File: config.mk
export PLATFORM = sky130hd
export DESIGN_NAME = dir_home_ctrl
export DESIGN_NICKNAME = d
export VERILOG_FILES = /design/src/rtl/dir_pkg.sv /design/src/rtl/dir_lowbit.sv /design/src/rtl/dir_store.sv /design/src/rtl/dir_home_ctrl.sv
export SDC_FILE = /design/constraint.sdc
export NUM_CORES = 1
export LEC_CHECK = 0
export BUFFER_PORTS_ARGS = -buffer_cell sky130_fd_sc_hd__buf_2
export CORE_ASPECT_RATIO = 0.7
export CORE_MARGIN = 2
export CORE_UTILIZATION = 50
export CTS_BUF_LIST = sky130_fd_sc_hd__clkbuf_2 sky130_fd_sc_hd__clkbuf_4 sky130_fd_sc_hd__clkbuf_8
export CTS_CLUSTER_SIZE = 30
export DETAILED_ROUTE_END_ITERATION = 10
export GPL_ROUTABILITY_DRIVEN = 0
export PLACE_DENSITY = 0.66
export SLEW_MARGIN = 40
export SYNTH_ARGS = -nofsm -noshare
export SYNTH_HDL_FRONTEND = slang
export SYNTH_SLANG_ARGS = --single-unit
export TNS_END_PERCENT = 1
File: constraint.sdc
create_clock -name clk -period 7.3 [get_ports clk]
set_clock_uncertainty 0.15 [all_clocks]
set_input_delay 1.825 -clock clk [delete_from_list [all_inputs] [get_ports clk]]
set_output_delay 1.825 -clock clk [all_outputs]
set_load 0.005 [all_outputs]
File: src/rtl/dir_pkg.sv
package dir_pkg;
  typedef enum logic [2:0] {
    MSG_READ       = 3'd0,
    MSG_WRITE      = 3'd1,
    MSG_WRITEBACK  = 3'd2,
    MSG_DATA_REPLY = 3'd3,
    MSG_SHARE      = 3'd4,
    MSG_FORWARD    = 3'd5,
    MSG_INVALIDATE = 3'd6,
    MSG_INV_ACK    = 3'd7
  } msg_e;

  typedef enum logic [1:0] {
    LN_UNUSED     = 2'd0,
    LN_SHARED     = 2'd1,
    LN_EXCL_CLEAN = 2'd2,
    LN_EXCL_DIRTY = 2'd3
  } line_e;

  typedef enum logic [1:0] {
    ST_IDLE = 2'd0,
    ST_OUT  = 2'd1,
    ST_INV  = 2'd2,
    ST_ACK  = 2'd3
  } ctl_e;
endpackage

File: src/rtl/dir_lowbit.sv
module dir_lowbit #(
  parameter int W  = 4,
  parameter int IW = (W > 1) ? $clog2(W) : 1
) (
  input  logic [W-1:0]  vec,
  output logic [IW-1:0] idx
);
  // lowest set bit wins; scanning from the top lets the lowest overwrite last
  always_comb begin
    idx = '0;
    for (int i = W - 1; i >= 0; i--) begin
      if (vec[i]) idx = IW'(i);
    end
  end
endmodule

File: src/rtl/dir_store.sv
module dir_store
  import dir_pkg::*;
#(
  parameter int NODES  = 4,
  parameter int LINES  = 16,
  parameter int DATA_W = 32,
  localparam int AW    = (LINES > 1) ? $clog2(LINES) : 1
) (
  input  logic              clk,
  input  logic              rst_n,
  input  logic [AW-1:0]     line_sel,
  output line_e             rd_state,
  output logic [NODES-1:0]  rd_vec,
  output logic [DATA_W-1:0] rd_data,
  input  logic              dir_we,
  input  line_e             dir_wstate,
  input  logic [NODES-1:0]  dir_wvec,
  input  logic              dat_we,
  input  logic [DATA_W-1:0] dat_wdata
);
  line_e             st_q  [LINES];
  logic [NODES-1:0]  vec_q [LINES];
  logic [DATA_W-1:0] dat_q [LINES];

  assign rd_state = st_q[line_sel];
  assign rd_vec   = vec_q[line_sel];
  assign rd_data  = dat_q[line_sel];

  for (genvar g = 0; g < LINES; g++) begin : g_line
    always_ff @(posedge clk) begin
      if (!rst_n) begin
        st_q[g]  <= LN_UNUSED;
        vec_q[g] <= '0;
        dat_q[g] <= '0;
      end else if (line_sel == AW'(g)) begin
        if (dir_we) begin
          st_q[g]  <= dir_wstate;
          vec_q[g] <= dir_wvec;
        end
        if (dat_we) dat_q[g] <= dat_wdata;
      end
    end
  end


  unused_line_empty_chk: assert property (@(posedge clk) disable iff (!rst_n)
    (rd_state == LN_UNUSED) |-> (rd_vec == '0));


  excl_single_holder_chk: assert property (@(posedge clk) disable iff (!rst_n)
    (rd_state == LN_EXCL_CLEAN || rd_state == LN_EXCL_DIRTY) |-> ($countones(rd_vec) == 1));
endmodule

File: src/rtl/dir_home_ctrl.sv
module dir_home_ctrl
  import dir_pkg::*;
#(
  parameter int NODES   = 4,
  parameter int LINES   = 16,
  parameter int DATA_W  = 32,
  parameter int HOME_ID = 0,
  localparam int NW     = (NODES > 1) ? $clog2(NODES) : 1,
  localparam int AW     = (LINES > 1) ? $clog2(LINES) : 1
) (
  input  logic              clk,
  input  logic              rst_n,
  input  logic              req_valid,
  output logic              req_ready,
  input  logic [2:0]        req_type,
  input  logic [NW-1:0]     req_src,
  input  logic [AW-1:0]     req_addr,
  input  logic [DATA_W-1:0] req_data,
  output logic              resp_valid,
  input  logic              resp_ready,
  output logic [2:0]        resp_type,
  output logic [NW-1:0]     resp_src,
  output logic [NW-1:0]     resp_dst,
  output logic [AW-1:0]     resp_addr,
  output logic [DATA_W-1:0] resp_data,
  output logic              resp_excl
);
  typedef struct packed {
    msg_e              typ;
    logic [NW-1:0]     src;
    logic [NW-1:0]     dst;
    logic              excl;
    logic [DATA_W-1:0] data;
  } omsg_t;

  function automatic logic [NODES-1:0] bit_of(input logic [NW-1:0] n);
    return {{(NODES-1){1'b0}}, 1'b1} << n;
  endfunction

  ctl_e              st_q, st_d;
  omsg_t             q0_q, q0_d, q1_q, q1_d;
  logic              q1v_q, q1v_d;
  logic [NODES-1:0]  inv_q, inv_d, ack_q, ack_d;
  logic [NW-1:0]     wr_q, wr_d;
  logic [AW-1:0]     addr_q, addr_d;

  logic [AW-1:0]     line_sel;
  line_e             rd_state;
  logic [NODES-1:0]  rd_vec, req_bit, others;
  logic [DATA_W-1:0] rd_data;
  logic              dir_we, dat_we;
  line_e             dir_wstate;
  logic [NODES-1:0]  dir_wvec;
  logic [NW-1:0]     own_idx, inv_idx;
  msg_e              rtype;

  assign rtype    = msg_e'(req_type);
  assign line_sel = (st_q == ST_IDLE) ? req_addr : addr_q;
  assign req_bit  = bit_of(req_src);
  assign others   = rd_vec & ~req_bit;

  dir_store #(.NODES(NODES), .LINES(LINES), .DATA_W(DATA_W)) store_i (
    .clk(clk), .rst_n(rst_n), .line_sel(line_sel),
    .rd_state(rd_state), .rd_vec(rd_vec), .rd_data(rd_data),
    .dir_we(dir_we), .dir_wstate(dir_wstate), .dir_wvec(dir_wvec),
    .dat_we(dat_we), .dat_wdata(req_data)
  );

  dir_lowbit #(.W(NODES), .IW(NW)) owner_pick_i (.vec(rd_vec), .idx(own_idx));
  dir_lowbit #(.W(NODES), .IW(NW)) inv_pick_i   (.vec(inv_q),  .idx(inv_idx));

  always_comb begin
    st_d = st_q; q0_d = q0_q; q1_d = q1_q; q1v_d = q1v_q;
    inv_d = inv_q; ack_d = ack_q; wr_d = wr_q; addr_d = addr_q;
    dir_we = 1'b0; dir_wstate = rd_state; dir_wvec = rd_vec; dat_we = 1'b0;
    req_ready = 1'b0;
    unique case (st_q)
      ST_IDLE: begin
        req_ready = 1'b1;
        if (req_valid) begin
          addr_d = req_addr;
          q1v_d  = 1'b0;
          q0_d   = '{typ: MSG_DATA_REPLY, src: NW'(HOME_ID), dst: req_src, excl: 1'b0, data: rd_data};
          case (rtype)
            MSG_READ: begin
              st_d = ST_OUT;
              unique case (rd_state)
                LN_UNUSED: begin
                  dir_we = 1'b1; dir_wstate = LN_EXCL_CLEAN; dir_wvec = req_bit;
                  q0_d.excl = 1'b1;
                end
                LN_SHARED: begin
                  dir_we = 1'b1; dir_wvec = rd_vec | req_bit;
                end
                LN_EXCL_CLEAN: begin
                  dir_we = 1'b1; dir_wstate = LN_SHARED; dir_wvec = rd_vec | req_bit;
                  q1_d  = q0_d;
                  q1v_d = 1'b1;
                  q0_d  = '{typ: MSG_SHARE, src: NW'(HOME_ID), dst: own_idx, excl: 1'b0, data: '0};
                end
                LN_EXCL_DIRTY: begin
                  q0_d = '{typ: MSG_FORWARD, src: req_src, dst: own_idx, excl: 1'b0, data: '0};
                end
              endcase
            end
            MSG_WRITE: begin
              if (others == '0) begin
                dir_we = 1'b1; dir_wstate = LN_EXCL_DIRTY; dir_wvec = req_bit;
                q0_d.excl = 1'b1;
                st_d = ST_OUT;
              end else begin
                inv_d = others;
                ack_d = others;
                wr_d  = req_src;
                st_d  = ST_INV;
              end
            end
            MSG_WRITEBACK: begin
              dat_we = 1'b1;
              if ((rd_state == LN_EXCL_CLEAN || rd_state == LN_EXCL_DIRTY) && rd_vec == req_bit) begin
                dir_we = 1'b1; dir_wstate = LN_UNUSED; dir_wvec = '0;
              end
            end
            default: ;
          endcase
        end
      end
      ST_OUT: begin
        if (resp_ready) begin
          if (q1v_q) begin
            q0_d  = q1_q;
            q1v_d = 1'b0;
          end else begin
            st_d = ST_IDLE;
          end
        end
      end
      ST_INV, ST_ACK: begin
        req_ready = (rtype == MSG_INV_ACK);
        if (req_valid && req_ready) ack_d = ack_q & ~req_bit;
        if (st_q == ST_INV) begin
          if (resp_ready) begin
            inv_d = inv_q & ~bit_of(inv_idx);
            if (inv_d == '0) st_d = ST_ACK;
          end
        end else if (ack_q == '0) begin
          dir_we = 1'b1; dir_wstate = LN_EXCL_DIRTY; dir_wvec = bit_of(wr_q);
          q0_d  = '{typ: MSG_DATA_REPLY, src: NW'(HOME_ID), dst: wr_q, excl: 1'b1, data: rd_data};
          q1v_d = 1'b0;
          st_d  = ST_OUT;
        end
      end
    endcase
  end

  always_ff @(posedge clk) begin
    if (!rst_n) begin
      st_q   <= ST_IDLE;
      q0_q   <= '0;
      q1_q   <= '0;
      q1v_q  <= 1'b0;
      inv_q  <= '0;
      ack_q  <= '0;
      wr_q   <= '0;
      addr_q <= '0;
    end else begin
      st_q   <= st_d;
      q0_q   <= q0_d;
      q1_q   <= q1_d;
      q1v_q  <= q1v_d;
      inv_q  <= inv_d;
      ack_q  <= ack_d;
      wr_q   <= wr_d;
      addr_q <= addr_d;
    end
  end

  always_comb begin
    resp_valid = (st_q == ST_OUT) || (st_q == ST_INV);
    resp_addr  = addr_q;
    if (st_q == ST_INV) begin
      resp_type = MSG_INVALIDATE;
      resp_src  = NW'(HOME_ID);
      resp_dst  = inv_idx;
      resp_data = '0;
      resp_excl = 1'b0;
    end else begin
      resp_type = q0_q.typ;
      resp_src  = q0_q.src;
      resp_dst  = q0_q.dst;
      resp_data = q0_q.data;
      resp_excl = q0_q.excl;
    end
  end


  resp_hold_chk: assert property (@(posedge clk) disable iff (!rst_n)
    (resp_valid && !resp_ready) |=> (resp_valid && $stable(resp_type) && $stable(resp_dst)
                                     && $stable(resp_src) && $stable(resp_data) && $stable(resp_excl)));


  inv_skips_writer_chk: assert property (@(posedge clk) disable iff (!rst_n)
    (resp_valid && resp_type == MSG_INVALIDATE) |-> (resp_dst != wr_q));


  pending_silent_chk: assert property (@(posedge clk) disable iff (!rst_n)
    (st_q == ST_ACK) |-> !resp_valid);
endmodule

==> metrics.cfg <==
[final_layout]
multiInputGateArea_um2 = 11500
final_common_cell = edfxtp_1
layout-drive-gt1-share_pct = 21.0
mostFrequentLayoutCells = 608 x edfxtp_1, 518 x and2_1, 154 x nand2_1, 151 x nor2_1, 133 x mux4_2
final_util_pct = 57.4
area.growth.synth_to_final_pct = 13.4
finalNetCount = 2586
regArea_um2 = 20100
n_fill_cell = 4970

[global_routing]
grt_pass1_wl_um = 138000
grt_pass1_vias = 20700
grt_overflow_total = 0
grt_max_degree = 109
grt_use_total_pct = 28.9
antenna_found_initial = 7

[worst_setup_path]
rr_startpoint = st_q[0]
r2r-end = store_i.vec_q[15][0]
start_kind = primary input
rrSetupSlack_ns = 1.02
ff2ff_path_depth = 18
crit_fanout = 27
end_kind = register
cp.arrival_ns = 6.72
worst-setup-path-type = in2reg
required_ns = 7.61

[timing]
rsz0062_at_grt = no
timing.fmax_ghz = 0.156
finalCritPeriodShare_pct = 87.8
setup_viol = 0
final_hold_viol_count = 0
finalMaxSlewViolations = 0
period_minus_slack_ns = 6.41
finalSetupTns_ns = 0
max_slew.worst_pin.slew_ns = 0.919
slew_headroom_pct = 38.6

[clock_tree]
cts-hold-fix-buffers = 0
post_cts_buffers = 0
cts_resized = 0
htree_levels = 3
cts-root-buf = clkbuf_8
cts_tree = done
cts_buffer_depth = 3
clk_latency_ns = 0.75
clock_sinks = 700
path_clk_slew_ns = 0.06
cts_made_buffers = 105

[floorplan]
dieArea_um2 = 66100
initial_core_util_pct = 50.6
die_h_um = 216
boundaryPins = 91
core_area_um2 = 63300
fp.dieW_um = 307
rows = 77

[logic_synthesis]
synth_ff_type = edfxtp_1
synth_top_area_share_pct = 57.0
syn_area_um2 = 32000
yosys_warnings = 0
synth.distinct_cells = 58
ys_ff_latch = 700
synth_area_leaders = edfxtp_1 57%, and2_1 10%, mux4_2 9.4%
synth_edf_count = 608
synth_cells = 2417
seq_area_frac_synth_pct = 62.7
yosysTopAreaCell = edfxtp_1
postSynthNetCount = 2483
synth_area_per_cell_um2 = 13.3
async_flop_share_pct = 0

[power]
vdd_drop_max_mv = 0.195
power_density_nw_per_um2 = 337
p_leak_nw = 13.4

[routing]
wl_per_cell_um = 27.7
vias = 21300
drc = 0
drt_wl_total_um = 95200
viasPerCell = 6.18
detail-route-antenna-nets = 0
first_pass_iters = 8
drtIter0Drc = 2760

[placed_design]
dp_hpwl_um = 56300
port_buffers = 90

[run_status]
status = finished clean

[worst_hold_path]
hold_start = q1_q[16]
holdPathEnd = q1_q[16]
hp-class = reg2reg
worstHoldPathCells = 2

[flow_run]
max_cap_viol_count = 0

==> cell usage after synthesis, types with 4 or more instances <==
cell type  count
clkbuf_1     168
mux2i_1       21
o21ai_0       92
o22ai_1       11
or3b_2         4
nor3_1        23
nand3b_1       6
a221o_1        4
nor2b_1       55
mux4_2       133
nand3_1       30
o21a_1         6
buf_1         17
dfxtp_1       92
a21oi_1       67
ha_1          21
inv_1         19
or4_1          4
or3_1          4
o41ai_1        7
a21boi_0      32
and2_1       518
nand2_1      155
edfxtp_1     608
a221oi_1      34
a22oi_1       71
a21o_1         4
a211oi_1       6
buf_2          6
nor2_1       154
==> state kept, by name, indices dropped and copies added, names as in the netlist <==
signal,flops
resp_addr,4
wr_q,2
q1v_q,1
store_i.st_q,32
st_q,2
ack_q,4
store_i.vec_q,64
q1_q,35
store_i.dat_q,512
inv_q,4
q0_q,40
==> stage by stage <==
| stage | power (mW) | area (um^2) | hold slack, ns | instances | setup WS [ns] |
|---|---|---|---|---|---|
| 2_1_floorplan | 7.27 | 32000 | 0.277 | 2417 | 1.11 |
| 3_3_place_gp | 8.67 | 33800 | 0.292 | 3225 | 0.571 |
| 3_5_place_dp | 8.79 | 34100 | 0.297 | 3240 | 0.339 |
| 4_1_cts | 12.2 | 36300 | 0.307 | 3435 | 1.12 |
| 5_1_grt | 12.7 | 36300 | 0.323 | 3441 | 0.659 |
| 6_report | 12.2 | 36300 | 0.309 | 3442 | 0.889 |
==> worst max-delay path: stages <==
cell and delay, ns:
buf_2 0.15, mux2i_4 0.23, buf_4 0.31, buf_4 0.52, mux2i_1 0.18, mux2i_1 0.41
o22ai_1 0.23, nor3_1 0.64, ha_1 0.34, nor2_1 0.12, o21ai_0 0.25, nand3_1 0.17
a221o_1 0.30, a22o_1 0.20, a222oi_1 0.37, buf_4 0.34, nor2_1 0.09
==> per-layer routing <==
| layer | wire, um | global-route usage (%) | vias to the layer above |
|---|---|---|---|
| met3 | 12100 | 10.4 | 198 |
| met1 | 38500 | 40.5 | 10600 |
| met4 | 2670 | 8.46 | 4 |
| li1 | - | - | 9080 |
| met2 | 41900 | 42.5 | 1327 |
| met5 | 24 | 0 | - |
==> kinds of logic (layout without fill, tap and decap cells) <==
logic type / Yosys count / in the layout / share of synthesized area (%)
simple gates: 970 / 970 / 16.4
flops: 700 / 700 / 62.7
compound gates: 354 / 354 / 7.27
buf+inv: 215 / 406 / 2.59
mux: 156 / 156 / 10.1
fa+ha+maj: 22 / 22 / 0.851
other cells: 0 / 5 / 0
==> area by class of cell <==
cell class | count | area share [%]
flip-flops and latches | 700 | 55.3
repair buffers | 190 | 3.87
inverters | 21 | 0.224
clock inverters | 52 | 1.16
multi-input cells | 1502 | 31.6
well taps | 829 | 2.85
diodes | 5 | 0.0344
clock buffers | 143 | 4.90
==> power breakdown <==
part           switching (mW)  internal, mW  total, mW
Combinational            2.65          1.45       4.10
Clock                    1.58          1.83       3.41
Sequential              0.123          4.60       4.72
Total                    4.35          7.89       12.2
==> worst max-delay path by stage <==
stage	startpoint	endpoint	slack, ns
after floorplan	req_addr[0]	store_i.vec_q[0][0]	1.11
final	req_addr[0]	store_i.vec_q[15][0]	0.89
after detailed placement	req_addr[0]	store_i.vec_q[4][1]	0.34
after CTS	req_addr[0]	store_i.vec_q[4][1]	1.12
after global placement	req_addr[0]	store_i.vec_q[4][1]	0.57
after global routing	req_addr[0]	store_i.vec_q[15][0]	0.66
Note: power is estimated with default switching activity, not from simulation.
